File: config.mk
export PLATFORM = sky130hd
export DESIGN_NAME = dma_irq_aggr
export DESIGN_NICKNAME = d
export VERILOG_FILES = /design/src/rtl/dma_irq_pkg.sv /design/src/rtl/dma_irq_class_bank.sv /design/src/rtl/dma_irq_regif.sv /design/src/rtl/dma_irq_aggr.sv
export SDC_FILE = /design/constraint.sdc
export NUM_CORES = 1
export LEC_CHECK = 0
export ABC_AREA = 0
export BUFFER_PORTS_ARGS = -buffer_cell sky130_fd_sc_hd__clkbuf_2
export CORE_MARGIN = 2
export CORE_UTILIZATION = 30
export DETAILED_ROUTE_END_ITERATION = 6
export GPL_ROUTABILITY_DRIVEN = 0
export PLACE_DENSITY = 0.5
export SLEW_MARGIN = 40
export SYNTH_ARGS = -nofsm -noshare
export SYNTH_HDL_FRONTEND = slang
export SYNTH_HIERARCHICAL = 1
export SYNTH_SLANG_ARGS = --single-unit
File: constraint.sdc
create_clock -name clk -period 2.2 [get_ports clk]
set_clock_uncertainty 0.2 [all_clocks]
set_input_delay 0 -clock clk [delete_from_list [all_inputs] [get_ports clk]]
set_output_delay 0 -clock clk [all_outputs]
set_load 0.02 [all_outputs]
File: src/rtl/dma_irq_pkg.sv
package dma_irq_pkg;

   localparam int NUM_CLASSES     = 5;
   localparam int SLOTS_PER_CLASS = 4;

   typedef enum logic [2:0] {
      CLS_XFER  = 3'd0,
      CLS_BLOCK = 3'd1,
      CLS_SRC   = 3'd2,
      CLS_DST   = 3'd3,
      CLS_FAULT = 3'd4
   } irq_class_e;

   typedef enum logic [1:0] {
      SLOT_RAW   = 2'd0,
      SLOT_VIS   = 2'd1,
      SLOT_MASK  = 2'd2,
      SLOT_CLEAR = 2'd3
   } irq_slot_e;

   // First address after the per-class slots holds the summary word.
   localparam int SUMMARY_ADDR = NUM_CLASSES * SLOTS_PER_CLASS;

endpackage

File: src/rtl/dma_irq_class_bank.sv
module dma_irq_class_bank #(
   parameter int N_CH = 8
) (
   input  logic            clk,
   input  logic            rst_n,
   input  logic [N_CH-1:0] evt,
   input  logic            clr_we,
   input  logic [N_CH-1:0] clr_bits,
   input  logic            mask_we,
   input  logic [N_CH-1:0] mask_wval,
   input  logic [N_CH-1:0] mask_wen,
   output logic [N_CH-1:0] raw,
   output logic [N_CH-1:0] enable,
   output logic [N_CH-1:0] vis,
   output logic            any_vis
);

   generate
      if (N_CH < 1) begin : g_bad_nch
         $error("dma_irq_class_bank: N_CH must be at least 1");
      end
   endgenerate

   logic [N_CH-1:0] clr_eff;
   logic [N_CH-1:0] raw_d;
   logic [N_CH-1:0] enable_d;

   always_comb begin
      clr_eff = clr_we ? clr_bits : '0;
      // event has priority over a coincident clear
      raw_d   = (raw & ~clr_eff) | evt;
   end

   always_comb begin
      enable_d = enable;
      if (mask_we) begin
         for (int i = 0; i < N_CH; i++) begin
            if (mask_wen[i]) enable_d[i] = mask_wval[i];
         end
      end
   end

   always_ff @(posedge clk or negedge rst_n) begin
      if (!rst_n) begin
         raw    <= '0;
         enable <= '0;
      end else begin
         raw    <= raw_d;
         enable <= enable_d;
      end
   end

   assign vis     = raw & enable;
   assign any_vis = |vis;

   genvar gi;
   generate
      for (gi = 0; gi < N_CH; gi++) begin : g_bit_chk
         AST_EVENT_SETS: assert property (@(posedge clk) disable iff (!rst_n)
            evt[gi] |=> raw[gi]) else $error("event lost ch %0d", gi);
         AST_CLEAR_HITS: assert property (@(posedge clk) disable iff (!rst_n)
            (clr_we && clr_bits[gi] && !evt[gi]) |=> !raw[gi]) else $error("clear missed ch %0d", gi);
         AST_RAW_HOLDS: assert property (@(posedge clk) disable iff (!rst_n)
            (!evt[gi] && !(clr_we && clr_bits[gi])) |=> $stable(raw[gi])) else $error("raw moved ch %0d", gi);
         AST_MASK_KEEP: assert property (@(posedge clk) disable iff (!rst_n)
            !(mask_we && mask_wen[gi]) |=> $stable(enable[gi])) else $error("enable moved ch %0d", gi);
         AST_MASK_LOAD: assert property (@(posedge clk) disable iff (!rst_n)
            (mask_we && mask_wen[gi]) |=> (enable[gi] == $past(mask_wval[gi]))) else $error("enable load ch %0d", gi);
      end
   endgenerate

endmodule

File: src/rtl/dma_irq_regif.sv
module dma_irq_regif
   import dma_irq_pkg::*;
#(
   parameter int N_CH   = 8,
   parameter int DATA_W = 16,
   parameter int ADDR_W = 5
) (
   input  logic                        reg_we,
   input  logic [ADDR_W-1:0]           reg_addr,
   input  logic [DATA_W-1:0]           reg_wdata,
   input  logic [NUM_CLASSES*N_CH-1:0] raw_all,
   input  logic [NUM_CLASSES*N_CH-1:0] enable_all,
   input  logic [NUM_CLASSES*N_CH-1:0] vis_all,
   input  logic [NUM_CLASSES-1:0]      summary,
   output logic [NUM_CLASSES-1:0]      clr_we,
   output logic [NUM_CLASSES-1:0]      mask_we,
   output logic [N_CH-1:0]             wr_low,
   output logic [N_CH-1:0]             wr_high,
   output logic [DATA_W-1:0]           reg_rdata
);

   localparam int REG_SPAN = SUMMARY_ADDR + 1;

   generate
      if (DATA_W < 2 * N_CH) begin : g_bad_width
         $error("dma_irq_regif: DATA_W must hold two channel fields");
      end
      if ((1 << ADDR_W) < REG_SPAN) begin : g_bad_addr
         $error("dma_irq_regif: ADDR_W too small for register map");
      end
   endgenerate

   assign wr_low  = reg_wdata[N_CH-1:0];
   assign wr_high = reg_wdata[2*N_CH-1:N_CH];

   generate
      if (DATA_W > 2 * N_CH) begin : g_spare
         logic unused_spare;
         assign unused_spare = |reg_wdata[DATA_W-1:2*N_CH];
      end
   endgenerate

   logic in_class_range;
   logic [ADDR_W-1:0] cls_idx;
   irq_slot_e slot;

   always_comb begin
      in_class_range = (int'(reg_addr) < SUMMARY_ADDR);
      cls_idx        = reg_addr >> 2;
      slot           = irq_slot_e'(reg_addr[1:0]);
   end

   always_comb begin
      clr_we  = '0;
      mask_we = '0;
      for (int c = 0; c < NUM_CLASSES; c++) begin
         if (reg_we && in_class_range && (int'(cls_idx) == c)) begin
            clr_we[c]  = (slot == SLOT_CLEAR);
            mask_we[c] = (slot == SLOT_MASK);
         end
      end
   end

   always_comb begin
      reg_rdata = '0;
      if (int'(reg_addr) == SUMMARY_ADDR) begin
         reg_rdata[NUM_CLASSES-1:0] = summary;
      end else if (in_class_range) begin
         for (int c = 0; c < NUM_CLASSES; c++) begin
            if (int'(cls_idx) == c) begin
               unique case (slot)
                  SLOT_RAW:   reg_rdata[N_CH-1:0] = raw_all[c*N_CH +: N_CH];
                  SLOT_VIS:   reg_rdata[N_CH-1:0] = vis_all[c*N_CH +: N_CH];
                  SLOT_MASK:  reg_rdata[N_CH-1:0] = enable_all[c*N_CH +: N_CH];
                  SLOT_CLEAR: reg_rdata           = '0;
               endcase
            end
         end
      end
   end

   always_comb begin
      AST_ONE_STROBE: assert ($onehot0({clr_we, mask_we})) else $error("two strobes at once");
   end

endmodule

File: src/rtl/dma_irq_aggr.sv
module dma_irq_aggr
   import dma_irq_pkg::*;
#(
   parameter int N_CH        = 8,
   parameter int DATA_W      = 16,
   parameter int ADDR_W      = 5,
   parameter bit REG_IRQ_OUT = 1'b0
) (
   input  logic                   clk,
   input  logic                   rst_n,
   input  logic [N_CH-1:0]        ev_xfer_done,
   input  logic [N_CH-1:0]        ev_block_done,
   input  logic [N_CH-1:0]        ev_src_txn,
   input  logic [N_CH-1:0]        ev_dst_txn,
   input  logic [N_CH-1:0]        ev_fault,
   input  logic                   reg_we,
   input  logic [ADDR_W-1:0]      reg_addr,
   input  logic [DATA_W-1:0]      reg_wdata,
   output logic [DATA_W-1:0]      reg_rdata,
   output logic [NUM_CLASSES-1:0] pending_classes,
   output logic                   irq
);

   localparam int ALL_W = NUM_CLASSES * N_CH;

   logic [ALL_W-1:0]       ev_all;
   logic [ALL_W-1:0]       raw_all;
   logic [ALL_W-1:0]       enable_all;
   logic [ALL_W-1:0]       vis_all;
   logic [NUM_CLASSES-1:0] any_vis;
   logic [NUM_CLASSES-1:0] clr_we;
   logic [NUM_CLASSES-1:0] mask_we;
   logic [N_CH-1:0]        wr_low;
   logic [N_CH-1:0]        wr_high;

   always_comb begin
      ev_all = '0;
      ev_all[int'(CLS_XFER)  * N_CH +: N_CH] = ev_xfer_done;
      ev_all[int'(CLS_BLOCK) * N_CH +: N_CH] = ev_block_done;
      ev_all[int'(CLS_SRC)   * N_CH +: N_CH] = ev_src_txn;
      ev_all[int'(CLS_DST)   * N_CH +: N_CH] = ev_dst_txn;
      ev_all[int'(CLS_FAULT) * N_CH +: N_CH] = ev_fault;
   end

   genvar gc;
   generate
      for (gc = 0; gc < NUM_CLASSES; gc++) begin : g_class
         dma_irq_class_bank #(.N_CH(N_CH)) u_bank (
            .clk       (clk),
            .rst_n     (rst_n),
            .evt       (ev_all[gc*N_CH +: N_CH]),
            .clr_we    (clr_we[gc]),
            .clr_bits  (wr_low),
            .mask_we   (mask_we[gc]),
            .mask_wval (wr_low),
            .mask_wen  (wr_high),
            .raw       (raw_all[gc*N_CH +: N_CH]),
            .enable    (enable_all[gc*N_CH +: N_CH]),
            .vis       (vis_all[gc*N_CH +: N_CH]),
            .any_vis   (any_vis[gc])
         );
      end
   endgenerate

   dma_irq_regif #(
      .N_CH   (N_CH),
      .DATA_W (DATA_W),
      .ADDR_W (ADDR_W)
   ) u_regif (
      .reg_we     (reg_we),
      .reg_addr   (reg_addr),
      .reg_wdata  (reg_wdata),
      .raw_all    (raw_all),
      .enable_all (enable_all),
      .vis_all    (vis_all),
      .summary    (pending_classes),
      .clr_we     (clr_we),
      .mask_we    (mask_we),
      .wr_low     (wr_low),
      .wr_high    (wr_high),
      .reg_rdata  (reg_rdata)
   );

   assign pending_classes = any_vis;

   generate
      if (REG_IRQ_OUT) begin : g_irq_reg
         always_ff @(posedge clk or negedge rst_n) begin
            if (!rst_n) irq <= 1'b0;
            else        irq <= |vis_all;
         end
         AST_IRQ_FOLLOWS: assert property (@(posedge clk) disable iff (!rst_n)
            irq == $past(|pending_classes)) else $error("registered irq mismatch");
      end else begin : g_irq_comb
         assign irq = |vis_all;
         always_comb begin
            if (rst_n) begin
               AST_IRQ_MATCHES: assert (irq == (|pending_classes)) else $error("irq mismatch");
            end
         end
      end
   endgenerate

   AST_SUMMARY_VIS: assert property (@(posedge clk) disable iff (!rst_n)
      (pending_classes == '0) |-> ((raw_all & enable_all) == '0)) else $error("summary hides work");

endmodule

* Yosys cells after proc, flatten, opt, wreduce, memory -nomap -nowiden *
Cells that the tools add are included.

cells by class
  order comparisons = 1
  eq/ne operators = 8
  mux-type cells = 33
  bitwise logic cells = 20
  reductions and logical operators = 54

operator list
  cell                  number
  $pmux W8 S4           5
  $mux W16              7
  $and A8 B8 Y8         10
  $reduce_and A2 Y1     40
  $mux W8               9
  $not A8 Y8            5
  $or A8 B8 Y8          5
  $reduce_or A40 Y1     1
  $reduce_or A8 Y1      5
  $mux W11              1
  $mux W1               10
  $eq A3 B3 Y1 const B  3
  $logic_and A1 B1 Y1   6
  $eq A5 B5 Y1 const B  1
  $logic_not A5 Y1      1
  $lt A5 B5 Y1 const B  1
  $mux W5               1
  $eq A2 B2 Y1 const B  2
  $eq A3 B2 Y1 const B  1
  $eq A2 B1 Y1 const B  1
  $logic_not A2 Y1      1

word-level totals
  flip-flop bits (word level) = 80
  bits of input ports = 64
  output and inout port bits = 22
  word-level logic and storage cells = 161

* Depth between registers and ports, before layout *
Gate-level depths: netlist (run 1).

  depth in word-level cells = 14
  gate-level depth with buffers = 8
  mapped depth without buffers = 7

* Hierarchy *
The synthesis (run 1) kept the hierarchy.

by module, submodules not included
  module              instances  cells an instance  area an instance (µm²)  seq. area each (µm²)
  dma_irq_class_bank  5          61                 693.2                   400.4
  dma_irq_regif       1          218                1609.0                  0.0
  dma_irq_aggr        1          14                 91.3                    0.0

* Worst setup path after synthesis (run 1) *
No wires, ideal clock.

  path kind = flip-flop to output port
  from = register g_class[3].u_bank.raw[3]
  to = output port reg_rdata[3]
  arrival = 2.187 ns
  setup slack = -0.187 ns
  cell stages (with the launch flop) = 8
  path buffers = 0
  path through = dfrtp_1 -> and2_4 -> or4_1 -> or4_1 -> mux2i_1 -> o2bb2ai_1 -> a21oi_1 -> o32ai_1

on the way
  elaborated cells between the ends (all ways) = 7

RTL lines
  element                   RTL line                  text
  start: declaration        dma_irq_class_bank.sv:12  output logic [N_CH-1:0] raw,
  start signal: assignment  dma_irq_class_bank.sv:48  raw <= raw_d;
  $and A8 B8 Y8             dma_irq_class_bank.sv:53  assign vis = raw & enable;
  via vis_all[27]           dma_irq_aggr.sv:29        logic [ALL_W-1:0] vis_all;
  $reduce_or A8 Y1          dma_irq_class_bank.sv:54  assign any_vis = |vis;
  via pending_classes[3]    dma_irq_aggr.sv:20        output logic [NUM_CLASSES-1:0] pending_classes,
  $mux W5                   dma_irq_regif.sv:66       if (int'(reg_addr) == SUMMARY_ADDR) begin
  end: declaration          dma_irq_aggr.sv:19        output logic [DATA_W-1:0] reg_rdata,

The timed path passes the listed nets, and every way through them passes these cells.

* Final worst setup path (run 1) *
  from = register g_class[1].u_bank.raw[0]
  to = output port reg_rdata[1]

on the way
  cells in the longest elaborated chain, start to end = 3

ends and longest elaborated chain
  element                   RTL line
  start: declaration        dma_irq_class_bank.sv:12
  start signal: assignment  dma_irq_class_bank.sv:48
  $and A8 B8 Y8             dma_irq_class_bank.sv:53
  via vis_all[8]            dma_irq_aggr.sv:29
  $reduce_or A8 Y1          dma_irq_class_bank.sv:54
  $mux W5                   dma_irq_regif.sv:66

The timed path passes the listed nets, and every way through them passes these cells.

==> metrics.txt, run 1 <==
status=finished, violations left; failing checks=negative setup slack; xor/xnor cell area share of the yosys netlist=0%; Core Rows=47; startpoint types=register; vias in the first global route=5518; DR pass1 iterations=5; post-synthesis cell type count=53; FF-to-FF path depth=4; DRT antenna net count=0; Layout fillers=roughly 1600; via count=~5400; Yosys Warn Count=6; max cap viols=0; Gate power share=33.6%; die height=135 um; Min-Delay Path Class=in -> reg; net switching power=1460 uW; area share of fa/ha/maj cells after synthesis=0%; Crit Path Class=reg -> out; worst hold stages=5; CP max stage cell=or4_4; flops & latches, synth=80; setup slack after placement=-0.170 ns; async set-reset flop share out of synthesis=100%; initial antenna violation count=1; Reg power frac=32.1%; Wirelength per Cell=~20 um; Final nets=874; DRT Wirelength=20700 um; Worst EP required=2.00 ns; post-DP HPWL=approximately 15000 um; Horiz. Die Dim=between 100 and 150 um; Core Region=16700 um^2; worst-margin pin slew=0.701 ns; clk_lat worst skew=0.35 ns; PD cells=between 600 and 700 nW/um^2; Iter 0 DRT Violations=428; multiplexer share of the synthesized area=16.3%; TritonCTS clock tree=built; Port Buffers=77; GRT Residual Overflow=0; post-layout instance area=8300 um^2; Post-synth top flop=dfrtp_1; Synth Area per Inst=9.62 um^2; Slew HR=53.2%; vias per cell=5.17; max-slew violations=0; period utilisation layout=125%; worst vdd ir=0.432 mV; clk slew on worst S/H paths=about 0.070 ns; Die ar.=18300 um^2; root buf cell=clkbuf_16; detailed-route DRC error count=0; GRT Overall Usage=23.2%; EDFF count, synth=0; cts bufs inserted=9; io pins=86; critical-path cell list=and2_4, or4_4, or4_4, nand4bb_1, o211ai_1, o31ai_1, a32oi_2, clkbuf_8; placed instance area=6490 um^2; CP endpoint kind=output port; maximum clock frequency=about 360 MHz; leakage=0.00348 uW; WP data arrival=around 2.6 ns; sw frac=28.7%; max incr delay on CP=0.51 ns; Crit Path Max Fanout=2; htree depth=3; setup slack, reg-to-reg=0.52 ns; largest family of logic cells by synthesized area=simple AND/OR/NAND/NOR gates; CTS Sinks=80; internal power=3630 uW; Area growth, synth to finish=60.6%; sequential area share after synthesis=38.8%; Compound-Gate Fraction of Synth Area=between 10% and 20%; Final Critical Period=2.75 ns; Initial Util=around 31%; final setup fails=11; final hold vios=0; fraction of the mapped netlist area in simple logic gates=20.7%; RSZ-0062 raised after global routing=true; synthesized area=between 5000 and 6000 um^2; setup slack after layout=-0.554 ns; Syn Inst Count=537; clock share of power=34.3%; share of post-route cells with drive strength above 1=40.9%; crit-path most repeated cell=or4_4; first-pass GRT wire length=31600 um; pin count of the biggest net entering global routing=58; CTS max path bufs=2
[critical path: cells and delay by family (launching register included)]
| family | cells | cell delay (ns) |
|---|---|---|
| AND/OR/NAND/NOR | 4 | 1.23 |
| AO/OA/AOI/OAI | 3 | 0.41 |
| flip-flops | 1 | 0.39 |
| buffers and inverters | 1 | 0.18 |
[layer usage]
metal | GRT usage [%] | vias to the layer above | routed length (um)
met5 | 0 | - | 0
met4 | 7.75 | 0 | 621
met3 | 6.40 | 43 | 1570
met2 | 38.6 | 225 | 9790
met1 | 29.1 | 2628 | 8710
li1 | - | 2456 | -
[state kept, by name, summed over array words and instances (netlist names)]
| register | count |
|---|---|
| g_class.u_bank/enable | 40 |
| g_class.u_bank/raw | 40 |
[final timing paths]
kind	startpoint	end
worst min register to register	g_class[4].u_bank/enable[2]	g_class[4].u_bank/enable[2]
max in group asynchronous	rst_n	g_class[1].u_bank/enable[3]
worst max-delay path	g_class[1].u_bank/raw[0]	reg_rdata[1]
min in group asynchronous	rst_n	g_class[4].u_bank/enable[4]
worst min-delay path	reg_we	g_class[4].u_bank/enable[7]
worst max register to register	g_class[4].u_bank/raw[3]	g_class[4].u_bank/raw[3]
[area by class of cell]
class / instances / area (um^2) / area share, %
multi-input combinational: 400 / 3060 / 36.8
timing repair buffer: 312 / 2590 / 31.3
sequential: 80 / 2000 / 24.1
clock buffer: 13 / 280 / 3.38
tap: 220 / 275 / 3.32
clock inverter: 2 / 60.1 / 0.724
inverter: 7 / 26.3 / 0.317
antenna: 1 / 2.50 / 0.0302
[synth_stat cells, types with 2 or more instances]
| cell type | instances | share of area, % |
|---|---|---|
| inv_1 | 6 | 0.44 |
| or2_2 | 5 | 0.61 |
| a31oi_1 | 3 | 0.36 |
| nor2b_1 | 8 | 0.97 |
| mux2_1 | 26 | 5.7 |
| mux2i_1 | 9 | 1.7 |
| clkbuf_1 | 14 | 1.0 |
| a21oi_1 | 13 | 1.3 |
| or3b_1 | 2 | 0.34 |
| o32ai_1 | 3 | 0.51 |
| nand4bb_1 | 3 | 0.65 |
| nand3b_1 | 2 | 0.29 |
| mux2_2 | 41 | 8.9 |
| nand2_1 | 87 | 6.3 |
| buf_2 | 13 | 1.3 |
| a21o_1 | 36 | 5.2 |
| nor2_1 | 16 | 1.2 |
| nor3_1 | 4 | 0.39 |
| a221oi_1 | 9 | 1.5 |
| a21o_2 | 5 | 0.85 |
| or4_1 | 10 | 1.5 |
| a211o_1 | 5 | 0.85 |
| and2_4 | 5 | 0.85 |
| o2bb2ai_1 | 3 | 0.51 |
| and2_1 | 35 | 4.2 |
| nand2b_1 | 4 | 0.48 |
| dfrtp_1 | 80 | 39 |
| buf_4 | 29 | 4.2 |
| a32oi_1 | 2 | 0.34 |
| nor4_1 | 12 | 1.5 |
| nand4_1 | 2 | 0.24 |
| a221o_1 | 11 | 2.1 |
| a22oi_1 | 7 | 1.0 |
| o21ai_0 | 8 | 0.78 |
[kinds of logic (layout without fill, tap and decap cells)]
kind of cell / Yosys count / count (layout)
AOI/OAI and AO/OA: 114 / 114
DFF: 80 / 80
and+or+nand+nor: 202 / 202
buffers and inverters: 64 / 334
other: 1 / 9
muxes: 76 / 76
[through the flow]
step,cells,setup TNS (ns),utilization (%),hold slack (ns),total power [uW]
floorplan,544,-0.0180,-,-0.496,2350
global placement,902,-0.656,38.9,-0.227,2940
detailed placement,902,-0.767,38.9,-0.215,2960
CTS,1028,-3.40,48.9,0.140,5000
global route,1035,-4.03,49.7,0.190,5300
finish,1035,-3.32,49.7,0.182,5080
[cells in the final DEF, fill, tap and decap left out, drive strengths merged, types with 2 or more instances in the layout]
| master | count |
|---|---|
| a211o | 5 |
| a21o | 41 |
| a21oi | 13 |
| a221o | 11 |
| a221oi | 9 |
| a22oi | 7 |
| a2bb2oi | 2 |
| a31oi | 3 |
| a32oi | 2 |
| and2 | 40 |
| buf | 138 |
| bufinv | 2 |
| clkbuf | 81 |
| conb | 8 |
| dfrtp | 80 |
| dlygate4sd3 | 106 |
| inv | 7 |
| mux2 | 67 |
| mux2i | 9 |
| nand2 | 87 |
| nand2b | 4 |
| nand3b | 2 |
| nand4 | 2 |
| nand4bb | 3 |
| nor2 | 16 |
| nor2b | 8 |
| nor3 | 4 |
| nor4 | 14 |
| o21ai | 9 |
| o2bb2ai | 3 |
| o32ai | 3 |
| or2 | 6 |
| or3b | 2 |
| or4 | 10 |
[power groups by stage]
| stage | clock, uW | combinational, uW | sequential, uW |
|---|---|---|---|
| 2_1_floorplan | 0 | 697 | 1650 |
| 3_5_place_dp | 0 | 1300 | 1660 |
| 5_1_grt | 1840 | 1810 | 1640 |
| 4_1_cts | 1780 | 1600 | 1630 |
| 6_report | 1740 | 1710 | 1630 |
| 3_3_place_gp | 0 | 1290 | 1650 |
[timing repair]
action / 4_1_cts / 5_1_grt
endpoints found under the setup margin: 13 / 29
hold buffers: 107 / 0
pin swaps: 18 / 15
buffers inserted: 4 / 8
hold endpoints to repair: 160 / 0
gates resized for setup: 53 / 34
No activity file was read; power rests on OpenSTA's default activity.
==> run 2: changes to the inputs <==
GPL_TIMING_DRIVEN = 0   (was default)
HOLD_SLACK_MARGIN = 0.15   (was default)
==> run 2 against run 1 <==
The run still ends with negative setup slack left. Sequential power hardly changed. Sequential cell count stayed put. Register-to-register slack better by 0.58 ns. Critical endpoint is now reg_rdata[0].
==> metrics.txt, run 2 (synthesized netlist as in run 1, its figures left out) <==
worst-margin pin slew=0.903 ns (was 0.701 ns); max-slew violations=0 (unchanged); worst vdd ir=0.416 mV (was 0.432 mV); final core occ=42.4% (was 49.7%); root buf cell=clkbuf_16 (unchanged); post-DP HPWL=13000 um (was 14800 um); Final Critical Period=2.81 ns (was 2.75 ns); Reg area=2000 um^2 (unchanged); CTS Sinks=80 (unchanged); biggest regs=g_class.u_bank/enable: 40 flops, g_class.u_bank/raw: 40 flops (unchanged); Min-Delay Path Class=in -> reg (unchanged); CP endpoint kind=output port (unchanged); setup slack after placement=-0.391 ns (was -0.170 ns); failing checks=negative setup slack (unchanged); WP data arrival=2.61 ns (was 2.55 ns); CTS max path bufs=2 (unchanged); Multi-input gate area=2930 um^2 (was 3060 um^2); Wirelength per Cell=20.2 um (was 20.0 um); period utilisation layout=128% (was 125%); Worst EP required=2.00 ns (about the same); PD cells=632 nW/um^2 (was 613 nW/um^2); htree depth=3 (unchanged); detailed-route DRC error count=0 (unchanged); Die ar.=18300 um^2 (unchanged); DRT Wirelength=18700 um (was 20700 um); io pins=86 (unchanged); most common cell after layout, fill and taps aside=nand2_1 (was buf_4); clk slew on worst S/H paths=0.06 ns (was 0.07 ns); max cap viols=0 (unchanged); Core Rows=47 (unchanged); Crit Path Max Fanout=3 (was 2); pin count of the biggest net entering global routing=42 (was 58); Area growth, synth to finish=37.0% (was 60.6%); status=finished, violations left (unchanged); DR pass1 iterations=5 (unchanged); Worst Min Path Start=ev_xfer_done[1] (was reg_we); Core Region=16700 um^2 (unchanged); Final nets=762 (was 874); Slew HR=39.8% (was 53.2%); Horiz. Die Dim=135 um (unchanged); Layout fillers=1684 (was 1578); Iter 0 DRT Violations=391 (was 428); Crit Path Class=reg -> out (unchanged); Crit. Startpoint=g_class[0].u_bank/enable[0] (was g_class[1].u_bank/raw[0]); vias per cell=5.22 (was 5.17); Antenna Cells=0 (was 1); GRT Residual Overflow=0 (unchanged); maximum clock frequency=356 MHz (was 363 MHz); first-pass GRT wire length=27700 um (was 31600 um); Initial Util=30.9% (unchanged); Port Buffers=60 (was 77); final setup fails=12 (was 11); DRT antenna net count=0 (unchanged); GRT Overall Usage=20.7% (was 23.2%); TritonCTS clock tree=built (unchanged); startpoint types=register (unchanged); die height=135 um (unchanged); share of post-route cells with drive strength above 1=33.3% (was 40.9%); vias in the first global route=4639 (was 5518); initial antenna violation count=0 (was 1); cts bufs inserted=9 (unchanged); clk_lat worst skew=0.34 ns (was 0.35 ns); Reg2Reg Launch Point=g_class[1].u_bank/enable[5] (was g_class[4].u_bank/raw[3]); via count=4822 (was 5352); leakage=0.00293 uW (was 0.00348 uW); most frequent cells in the layout=87 x nand2_1, 80 x dfrtp_1, 60 x dlygate4sd3_1, 53 x buf_4, 50 x clkbuf_2 (was 121 x buf_4, 106 x dlygate4sd3_1, 87 x nand2_1, 80 x dfrtp_1, 63 x clkbuf_2); setup TNS=-3.77 ns (was -3.32 ns); RSZ-0062 raised after global routing=true (unchanged); final hold vios=0 (unchanged); setup slack after layout=-0.611 ns (was -0.554 ns)
run 2: cell types whose count changed in the layout (fill, tap and decap cells not counted), moves of 8 or more:
cell           delta
clkbuf_2         -13
and2_1            +8
dlygate4sd3_1    -46
buf_2            +13
buf_4            -68
clkbuf_1         +13
run 2: what timing repair did:
| action | CTS | global route |
|---|---|---|
| setup endpoints to repair | 22 | 14 |
| hold endpoints to repair | 160 | 0 |
| gates resized for setup | 31 | 26 |
| setup buffers | 10 | 11 |
| pin swaps | 10 | 17 |
| hold buffers | 61 | 0 |
run 2: cell type report:
cell class                 count  area share [%]
multi-input combinational    400            41.5
sequential                    80            28.3
timing repair buffer         143            16.8
buffer                        57            4.95
tap                          220            3.89
clock buffer                  13            3.68
clock inverter                 3           0.566
inverter                       7           0.371
run 2: critical path, cell delays in order, from the launching register on:
cell      delay [ns]
dfrtp_1         0.40
and2_4          0.18
or4_1           0.52
or4_4           0.51
inv_2           0.06
o21ai_1         0.06
a31oi_1         0.24
a22oi_2         0.10
clkbuf_8        0.20
run 2: power breakdown:
part           internal (uW)  leakage, uW  total, uW  switching (uW)
Clock                    937     0.000150       1530             590
Combinational            670      0.00189       1290             620
Sequential              1580     0.000883       1660            81.1
run 2: final timing paths:
| check | cells after the start | end | slack (ns) |
|---|---|---|---|
| max in group asynchronous | 4 | g_class[0].u_bank/enable[3] | 1.07 |
| setup reg to reg | 2 | g_class[1].u_bank/enable[5] | 1.10 |
| hold / removal | 3 | g_class[0].u_bank/raw[1] | 0.16 |
| setup / recovery | 8 | reg_rdata[0] | -0.61 |
| hold reg to reg | 1 | g_class[0].u_bank/raw[2] | 0.30 |
| min in group asynchronous | 4 | g_class[3].u_bank/enable[4] | 0.51 |
run 2: routing by layer:
| metal | vias up | global-route usage (%) | wire length, um |
|---|---|---|---|
| met5 | - | 0 | 0 |
| li1 | 2226 | - | - |
| met2 | 213 | 31.1 | 8210 |
| met1 | 2344 | 29.0 | 8410 |
| met3 | 39 | 3.44 | 1360 |
| met4 | 0 | 9.66 | 697 |
run 2: stage by stage:
stage / hold slack [ns] / power [uW] / std cells / area (um^2)
6_report: 0.155 / 4470 / 923 / 7080
5_1_grt: 0.181 / 4660 / 923 / 7080
4_1_cts: 0.150 / 4410 / 912 / 6950
3_5_place_dp: -0.252 / 2690 / 825 / 5850
3_3_place_gp: -0.0203 / 2660 / 824 / 5820
2_1_floorplan: -0.496 / 2350 / 544 / 5240
